`config.mk`:
```
export PLATFORM = sky130hd
export DESIGN_NAME = rel_branch_unit
export DESIGN_NICKNAME = d
export VERILOG_FILES = /design/src/rtl/bu_pkg.sv /design/src/rtl/bu_cond.sv /design/src/rtl/bu_target.sv /design/src/rtl/rel_branch_unit.sv
export SDC_FILE = /design/constraint.sdc
export NUM_CORES = 1
export LEC_CHECK = 0
export BUFFER_PORTS_ARGS = -buffer_cell sky130_fd_sc_hd__buf_2
export CELL_PAD_IN_SITES_DETAIL_PLACEMENT = 1
export CELL_PAD_IN_SITES_GLOBAL_PLACEMENT = 1
export CORE_MARGIN = 10
export CORE_UTILIZATION = 30
export CTS_BUF_LIST = sky130_fd_sc_hd__clkbuf_16
export DETAILED_ROUTE_END_ITERATION = 7
export PLACE_DENSITY_LB_ADDON = 0.1
export SYNTH_ARGS = -nofsm -noshare
export SYNTH_HDL_FRONTEND = slang
export SYNTH_SLANG_ARGS = --single-unit
```
`constraint.sdc`:
```
create_clock -name clk -period 2.3 [get_ports clk]
set_input_delay 0.23 -clock clk [delete_from_list [all_inputs] [get_ports clk]]
set_output_delay 0.23 -clock clk [all_outputs]
set_load 0.03 [all_outputs]
```
`src/rtl/bu_pkg.sv`:
```
package bu_pkg;
    localparam logic [7:0] OP_JMP_BASE = 8'hC0;
    localparam logic [7:0] OP_CALL     = 8'hCA;
    localparam logic [7:0] OP_RET      = 8'hCB;
    localparam logic [7:0] OP_SWI      = 8'hCC;
    localparam logic [7:0] OP_SWI_RET  = 8'hCD;
    localparam logic [7:0] OP_PUSH_R   = 8'hE0;
    localparam logic [7:0] OP_POP_R    = 8'hE1;
    localparam logic [7:0] OP_PUSH_SR  = 8'hEA;
    localparam logic [7:0] OP_POP_SR   = 8'hEB;

    typedef enum logic [1:0] {
        ST_IDLE,
        ST_VECW,
        ST_RDWAIT,
        ST_CAPT
    } bu_state_e;

    typedef enum logic [1:0] {
        K_IP,
        K_REG,
        K_SR
    } bu_kind_e;
endpackage

```
`src/rtl/bu_cond.sv`:
```
module bu_cond (
    input  logic [2:0] sel,
    input  logic       z,
    input  logic       s,
    input  logic       o,
    output logic       take
);
    always_comb begin
        case (sel)
            3'd0:    take = 1'b1;
            3'd1:    take = z;
            3'd2:    take = !z;
            3'd3:    take = s;
            3'd4:    take = !s;
            3'd5:    take = o;
            3'd6:    take = !o;
            default: take = 1'b0;
        endcase
    end
endmodule

```
`src/rtl/bu_target.sv`:
```
module bu_target #(
    parameter int W    = 8,
    parameter int LENW = 2
) (
    input  logic [W-1:0]    ip,
    input  logic [W-1:0]    disp,
    input  logic [LENW-1:0] len,
    output logic [W-1:0]    rel_tgt,
    output logic [W-1:0]    nxt1,
    output logic [W-1:0]    nxt2,
    output logic [W-1:0]    nxtn
);
    localparam logic [W-1:0] ONE = W'(1);
    localparam logic [W-1:0] TWO = W'(2);

    always_comb begin
        rel_tgt = ip + disp;
        nxt1    = ip + ONE;
        nxt2    = ip + TWO;
        nxtn    = ip + {{(W-LENW){1'b0}}, len};
    end
endmodule

```
`src/rtl/rel_branch_unit.sv`:
```
module rel_branch_unit
    import bu_pkg::*;
#(
    parameter int         W       = 8,
    parameter int         LENW    = 2,
    parameter logic [7:0] SP_INIT = 8'hBF
) (
    input  logic            clk,
    input  logic            rst_n,
    input  logic            instr_valid,
    input  logic [7:0]      opcode,
    input  logic [W-1:0]    operand,
    input  logic [W-1:0]    ip_in,
    input  logic [LENW-1:0] instr_len,
    input  logic            flag_z,
    input  logic            flag_s,
    input  logic            flag_o,
    input  logic [W-1:0]    push_reg,
    input  logic [W-1:0]    push_sr,
    output logic            busy,
    output logic            ip_valid,
    output logic [W-1:0]    ip_out,
    output logic [W-1:0]    sp_out,
    output logic [W-1:0]    pop_data,
    output logic            pop_reg_wr,
    output logic            pop_sr_wr,
    output logic            mem_en,
    output logic            mem_we,
    output logic [W-1:0]    mem_addr,
    output logic [W-1:0]    mem_wdata,
    input  logic [W-1:0]    mem_rdata
);
    localparam logic [W-1:0] SP_ONE = W'(1);

    typedef struct packed {
        bu_state_e    state;
        bu_kind_e     kind;
        logic [W-1:0] ip;
        logic [W-1:0] sp;
        logic [W-1:0] vec;
        logic         done;
        logic [W-1:0] pdata;
        logic         preg;
        logic         psr;
        logic         men;
        logic         mwe;
        logic [W-1:0] maddr;
        logic [W-1:0] mwdata;
    } bu_regs_t;

    bu_regs_t r_q, r_d;

    logic         take;
    logic [W-1:0] rel_tgt, nxt1, nxt2, nxtn;
    logic         is_jump;

    assign is_jump = (opcode[7:3] == OP_JMP_BASE[7:3]) && (opcode[2:0] != 3'b111);

    bu_cond u_cond (
        .sel  (opcode[2:0]),
        .z    (flag_z),
        .s    (flag_s),
        .o    (flag_o),
        .take (take)
    );

    bu_target #(.W(W), .LENW(LENW)) u_tgt (
        .ip      (ip_in),
        .disp    (operand),
        .len     (instr_len),
        .rel_tgt (rel_tgt),
        .nxt1    (nxt1),
        .nxt2    (nxt2),
        .nxtn    (nxtn)
    );

    always_comb begin
        r_d      = r_q;
        r_d.done = 1'b0;
        r_d.preg = 1'b0;
        r_d.psr  = 1'b0;
        r_d.men  = 1'b0;
        r_d.mwe  = 1'b0;
        case (r_q.state)
            ST_IDLE: begin
                if (instr_valid) begin
                    if (is_jump) begin
                        r_d.ip   = take ? rel_tgt : nxt2;
                        r_d.done = 1'b1;
                    end else begin
                        case (opcode)
                            OP_CALL, OP_SWI, OP_PUSH_R, OP_PUSH_SR: begin
                                r_d.men   = 1'b1;
                                r_d.mwe   = 1'b1;
                                r_d.maddr = r_q.sp;
                                r_d.sp    = r_q.sp - SP_ONE;
                                case (opcode)
                                    OP_CALL: begin
                                        r_d.mwdata = nxt2;
                                        r_d.ip     = operand;
                                        r_d.done   = 1'b1;
                                    end
                                    OP_SWI: begin
                                        r_d.mwdata = nxt2;
                                        r_d.vec    = operand;
                                        r_d.state  = ST_VECW;
                                    end
                                    OP_PUSH_R: begin
                                        r_d.mwdata = push_reg;
                                        r_d.ip     = nxt2;
                                        r_d.done   = 1'b1;
                                    end
                                    default: begin
                                        r_d.mwdata = push_sr;
                                        r_d.ip     = nxt1;
                                        r_d.done   = 1'b1;
                                    end
                                endcase
                            end
                            OP_RET, OP_SWI_RET, OP_POP_R, OP_POP_SR: begin
                                r_d.sp    = r_q.sp + SP_ONE;
                                r_d.men   = 1'b1;
                                r_d.maddr = r_q.sp + SP_ONE;
                                r_d.state = ST_RDWAIT;
                                case (opcode)
                                    OP_POP_R: begin
                                        r_d.kind = K_REG;
                                        r_d.ip   = nxt2;
                                    end
                                    OP_POP_SR: begin
                                        r_d.kind = K_SR;
                                        r_d.ip   = nxt1;
                                    end
                                    default: r_d.kind = K_IP;
                                endcase
                            end
                            default: begin
                                r_d.ip   = nxtn;
                                r_d.done = 1'b1;
                            end
                        endcase
                    end
                end
            end
            ST_VECW: begin
                r_d.men   = 1'b1;
                r_d.maddr = r_q.vec;
                r_d.kind  = K_IP;
                r_d.state = ST_RDWAIT;
            end
            ST_RDWAIT: begin
                r_d.state = ST_CAPT;
            end
            default: begin
                case (r_q.kind)
                    K_REG: begin
                        r_d.pdata = mem_rdata;
                        r_d.preg  = 1'b1;
                    end
                    K_SR: begin
                        r_d.pdata = mem_rdata;
                        r_d.psr   = 1'b1;
                    end
                    default: r_d.ip = mem_rdata;
                endcase
                r_d.done  = 1'b1;
                r_d.state = ST_IDLE;
            end
        endcase
    end

    always_ff @(posedge clk) begin
        if (!rst_n) begin
            r_q        <= '0;
            r_q.state  <= ST_IDLE;
            r_q.kind   <= K_IP;
            r_q.sp     <= SP_INIT[W-1:0];
        end else begin
            r_q <= r_d;
        end
    end

    assign busy       = (r_q.state != ST_IDLE);
    assign ip_valid   = r_q.done;
    assign ip_out     = r_q.ip;
    assign sp_out     = r_q.sp;
    assign pop_data   = r_q.pdata;
    assign pop_reg_wr = r_q.preg;
    assign pop_sr_wr  = r_q.psr;
    assign mem_en     = r_q.men;
    assign mem_we     = r_q.mwe;
    assign mem_addr   = r_q.maddr;
    assign mem_wdata  = r_q.mwdata;
endmodule

```
==> results of run 1 <==
cell usage in the layout (no fill, tap or decap), types with 9 or more instances in the layout:
master     Yosys  routed
xor2_1        18      18
xnor2_1       19      19
a22oi_1       13      13
nand2_1       36      36
a21oi_1       32      32
nor2_1        56      55
ha_1          21      21
a31oi_1       10      10
mux2i_1       22      22
buf_2          9     101
dfxtp_1       57      57
inv_1         19      20
o21ai_0       25      25
buf_4         43      52
clkbuf_16      0       9
nand3_1       16      16
a211oi_1      10      10
nand4_1        9       9
metal layers:
layer,global-route usage (%),vias up
li1,-,2315
met1,22.2,2349
met2,29.3,117
met3,3.32,25
met4,5.35,0
met5,0,-
critical path, cell delays in order, from the launching register on:
cell      delay [ns]
dfxtp_1         0.35
inv_1           0.11
ha_1            0.17
buf_4           0.18
clkinv_1        0.12
nor2_2          0.20
nand2_1         0.20
buf_4           0.22
nor3_1          0.28
o21ai_0         0.13
cells by family after synthesis:
kind of cell | after synthesis | share of synthesized area [%]
compound gates | 159 | 24.1
simple gates | 189 | 22.0
fa+ha+maj | 23 | 6.25
xor+xnor | 37 | 6.69
buf+inv | 100 | 11.8
flops | 57 | 23.5
mux | 27 | 5.70
flip-flops by register name (all words and copies together), names as in the netlist:
signal      flops
mem_en          1
pop_data        8
mem_we          1
r_q            12
pop_reg_wr      1
ip_out          8
ip_valid        1
pop_sr_wr       1
mem_addr        8
sp_out          8
mem_wdata       8
power breakdown:
group / switching [uW] / leakage, uW / internal, uW / total (uW)
Clock: 489 / 0.000130 / 705 / 1190
Combinational: 408 / 0.00183 / 256 / 663
Sequential: 12.4 / 0.000462 / 1010 / 1020
Total: 909 / 0.00242 / 1970 / 2880
worst paths after layout:
kind	from	end	slack, ns	cells after the start
hold reg to reg	mem_addr[7]	mem_addr[7]	0.47	2
hold / removal	mem_rdata[3]	pop_data[3]	0.14	3
setup / recovery	r_q[56]	sp_out[0]	0.21	9
setup reg to reg	r_q[56]	sp_out[0]	0.21	9
final cells by class:
cell class,instances,area [um^2],area share [%]
clock buffers,9,225,3.86
multi-input cells,435,3140,53.8
repair buffers,156,947,16.2
flip-flops and latches,57,1140,19.5
clock inverters,7,28.8,0.493
inverters,23,86.3,1.48
well taps,216,270,4.63
per-stage QoR:
stage | std cells | hold WS, ns
3_3_place_gp | 887 | 0.462
3_5_place_dp | 887 | 0.476
5_1_grt | 903 | 0.146
2_1_floorplan | 592 | 0.377
6_report | 903 | 0.140
4_1_cts | 903 | 0.126
what timing repair did:
item | CTS | global route
gates resized for setup | 0 | 2
endpoints found under the setup margin | 0 | 2
setup buffers | 0 | 0
==> impl_metrics.json, run 1 <==
{
  "synth_edf_count": 0,
  "yosysTopAreaCellShare_pct": 23.5,
  "synth_area_leaders": "dfxtp_1, buf_4, ha_1",
  "cts-root-buf": "clkbuf_16",
  "via_per_inst": 5.32,
  "async_flop_share_pct": 0,
  "finalWirelength_um": 18900,
  "cp.arrival_ns": 2.29,
  "rsz0062_at_grt": "no",
  "routed.top_layer": "met4",
  "worstPathMaxFanout": 8,
  "cts_tree": "yes",
  "rows": 46,
  "worstHoldPathType": "in -> reg",
  "die_h_um": 147,
  "fin_crit_sh_pct": 90.9,
  "core_area_um2": 15900,
  "hold_viol_final": 0,
  "start_util_pct": 30.5,
  "clock_skew_ns": 0.00427,
  "outcome": "finished, final reports clean",
  "synth.most_common_cell": "dfxtp_1",
  "dp_slack_ns": -0.0319,
  "drt_first_pass_iters": 4,
  "setup_tns_ns": 0,
  "design_area_um2": 5840,
  "cts.sinks": 57,
  "hold_buffers": 0,
  "endpoint_kind": "flop",
  "dp_hpwl_um": 15400,
  "wire_per_inst_um": 20.9,
  "syn_area_um2": 4850,
  "cts_made_buffers": 9,
  "die_x_um": 147,
  "ir_drop_uv": 353,
  "postSynthAreaPerCell_um2": 8.19,
  "clk_pin_slew_worst_paths_ns": 0.05,
  "clock_path_buffers": 2,
  "postSynthRegisterBits": 57,
  "port_buffers": 101,
  "nets": 761,
  "antenna_left": 0,
  "initialDrtViolationCount": 276,
  "setup_viol": 0,
  "dr_total_vias": 4806,
  "fin_crit_ns": 2.09,
  "fin_util_pct": 36.7,
  "grt_overflow": 0,
  "synth.distinct_cells": 85,
  "dieArea_um2": 21600,
  "num_antenna_cells": 0,
  "slew_headroom_pct": 63.2,
  "tightest_slew_ns": 0.544,
  "power_density_nw_per_um2": 493,
  "p_leak_uw": 0.00242,
  "fillers": 1977,
  "setup.worst_path.start_class": "flop",
  "routabilityCongestion": 0.912,
  "drv_slew": 0,
  "worst_skew_pair.late_latency_ns": 0.34,
  "drive_above_1_share_pct": 28.7,
  "maxCapViolations": 0,
  "grt_usage_pct": 17.5,
  "placed_area_um2": 5580,
  "h-tree-depth": 3,
  "fin_ws_ns": 0.210,
  "p_total_uw": 2880,
  "drc": 0,
  "required_ns": 2.50,
  "grt_pass1_wl_um": 29800,
  "areaGrowthSynthToFinish_pct": 20.4,
  "synth_common_cells": "dfxtp_1, nor2_1, buf_4",
  "synth-main-ff-cell": "dfxtp_1",
  "syn_inst": 592,
  "grt_pass1_vias": 5161,
  "pin_count": 102,
  "yosysSeqAreaShare_pct": 23.5,
  "yosys.area.top_type": "dfxtp_1",
  "wl_met1_um": 8640,
  "grt_max_degree": 28,
  "fmax_ghz": 0.478,
  "syn_nets": 671,
  "antenna_found_initial": 0,
  "wl_met3_um": 689,
  "worstSetupPathType": "reg -> reg",
  "route.met2.wl_um": 9110,
  "ys_warn_count": 0
}
Note: power is estimated with default switching activity, not from simulation.
==> inputs of run 2 (changes only) <==
- clock period: 2.3 -> 2.2 ns (I/O delays scaled with it)
==> impl_metrics.json, run 2 (same netlist as run 1, synthesis figures left out) <==
{
  "setup_viol": 0,
  "power_density_nw_per_um2": 530,
  "crit_family": "compound AO/OA/AOI/OAI gates",
  "cts.sinks": 57,
  "routabilityCongestion": 0.922,
  "grt_max_degree": 28,
  "nets": 776,
  "port_buffers": 101,
  "startpoint": "operand[0]",
  "grt_pass1_wl_um": 29900,
  "fmax_ghz": 0.494,
  "reg2reg_from": "r_q[55]",
  "die_h_um": 147,
  "worstPathMaxFanout": 2,
  "endpoint_kind": "flop",
  "rsz0062_at_grt": "no",
  "areaGrowthSynthToFinish_pct": 23.6,
  "worstSetupPathType": "in -> reg",
  "start_util_pct": 30.5,
  "worstHoldPathType": "in -> reg",
  "worstReg2RegEnd": "ip_out[3]",
  "hold_viol_final": 0,
  "p_leak_uw": 0.00251,
  "drive_above_1_share_pct": 30.6,
  "max_stage_delay_ns": 0.42,
  "clk_pin_slew_worst_paths_ns": 0.06,
  "regMostFlops": "r_q",
  "maxCapViolations": 0,
  "cp.arrival_ns": 2.26,
  "holdPathStages": 3,
  "grt_pass1_vias": 5178,
  "min_to": "pop_data[4]",
  "core_area_um2": 15900,
  "hold_buffers": 0,
  "worst_skew_pair.late_latency_ns": 0.34,
  "holdCritStartpoint": "mem_rdata[4]",
  "drt_first_pass_iters": 4,
  "setup.worst_path.start_class": "primary input",
  "r2r_cells": 6,
  "wire_per_inst_um": 20.7,
  "multi_input_area_um2": 3150,
  "tightest_slew_ns": 0.614,
  "die_x_um": 147,
  "cts-root-buf": "clkbuf_16",
  "cts_made_buffers": 9,
  "rows": 46,
  "final_common_cell": "buf_2",
  "initialDrtViolationCount": 234,
  "drv_slew": 0,
  "path_buf_inv": 1,
  "dp_hpwl_um": 15700,
  "pin_count": 102,
  "antenna_found_initial": 0,
  "fin_crit_ns": 2.02,
  "cts_tree": "yes",
  "ir_drop_uv": 366,
  "slew_headroom_pct": 59.1,
  "grt_usage_pct": 17.5,
  "path_cells": "buf_2 -> ha_1 -> fa_1 -> a211oi_1 -> o41ai_1 -> a2111oi_2 -> o21ai_1 -> a32o_1",
  "largest_reg_flops": 12,
  "via_per_inst": 5.25,
  "required_ns": 2.44,
  "crit_slowest_cell": "a2111oi_2",
  "fillers": 1957,
  "clock_skew_ns": 0.00733,
  "drc": 0,
  "p_total_uw": 3180,
  "design_area_um2": 5990,
  "antenna_left": 0,
  "dieArea_um2": 21600,
  "grt_overflow": 0,
  "placed_area_um2": 5680,
  "finalWirelength_um": 19000,
  "final_cell_mix": "buf_2, buf_4, dfxtp_1",
  "fin_crit_sh_pct": 91.9,
  "h-tree-depth": 3,
  "final-seq-area_um2": 1140,
  "dr_total_vias": 4819,
  "outcome": "finished, final reports clean",
  "r2r_setup_slack_ns": 0.18,
  "num_antenna_cells": 0,
  "clock_path_buffers": 2
}
run 2: what timing repair did:
item | CTS | global route
resized for setup | 3 | 0
setup buffers | 0 | 1
gates cloned | 0 | 0
pin swaps | 0 | 1
endpoints found under the setup margin | 6 | 1
run 2: metal layers:
layer	GRT usage [%]	vias to the layer above	wire (um)
met2	29.4	98	9270
li1	-	2342	-
met1	22.2	2368	8630
met3	3.99	11	932
met4	3.82	0	182
met5	0	-	0
run 2: tightest hold or removal path, stage by stage:
cell	delay (ns)
buf_2	0.09
mux2i_1	0.06
nor2_1	0.07
run 2: cell type report:
class                      instances  area share (%)
inverter                          23            1.44
clock inverter                     7            1.04
tap                              216            4.51
timing repair buffer             171            17.6
sequential                        57            19.0
multi-input combinational        435            52.6
clock buffer                       9            3.76
run 2: worst max path at each step:
stage                end  slack (ns)  cells past startpoint
2_1_floorplan  sp_out[6]        0.03                      8
3_3_place_gp   ip_out[6]       -0.47                      8
3_5_place_dp   ip_out[6]       -0.51                      8
4_1_cts        ip_out[3]        0.11                      6
5_1_grt          r_q[53]        0.01                      9
6_report       ip_out[6]        0.18                      8
run 2: through the flow:
stage / util, % / hold WS, ns / instances / setup WS, ns / TNS (ns)
floorplan: - / 0.367 / 592 / 0.0270 / 0
global placement: 35.8 / 0.469 / 901 / -0.474 / -0.713
detailed placement: 35.8 / 0.473 / 901 / -0.511 / -1.29
CTS: 37.7 / 0.132 / 917 / 0.105 / 0
global route: 37.7 / 0.146 / 918 / 0.0133 / 0
finish: 37.7 / 0.134 / 918 / 0.177 / 0
run 2: where the power goes:
part | total, uW | internal [uW] | switching, uW
Combinational | 715 | 282 | 433
Clock | 1400 | 863 | 535
Sequential | 1060 | 1050 | 11.1
Total | 3180 | 2200 | 980
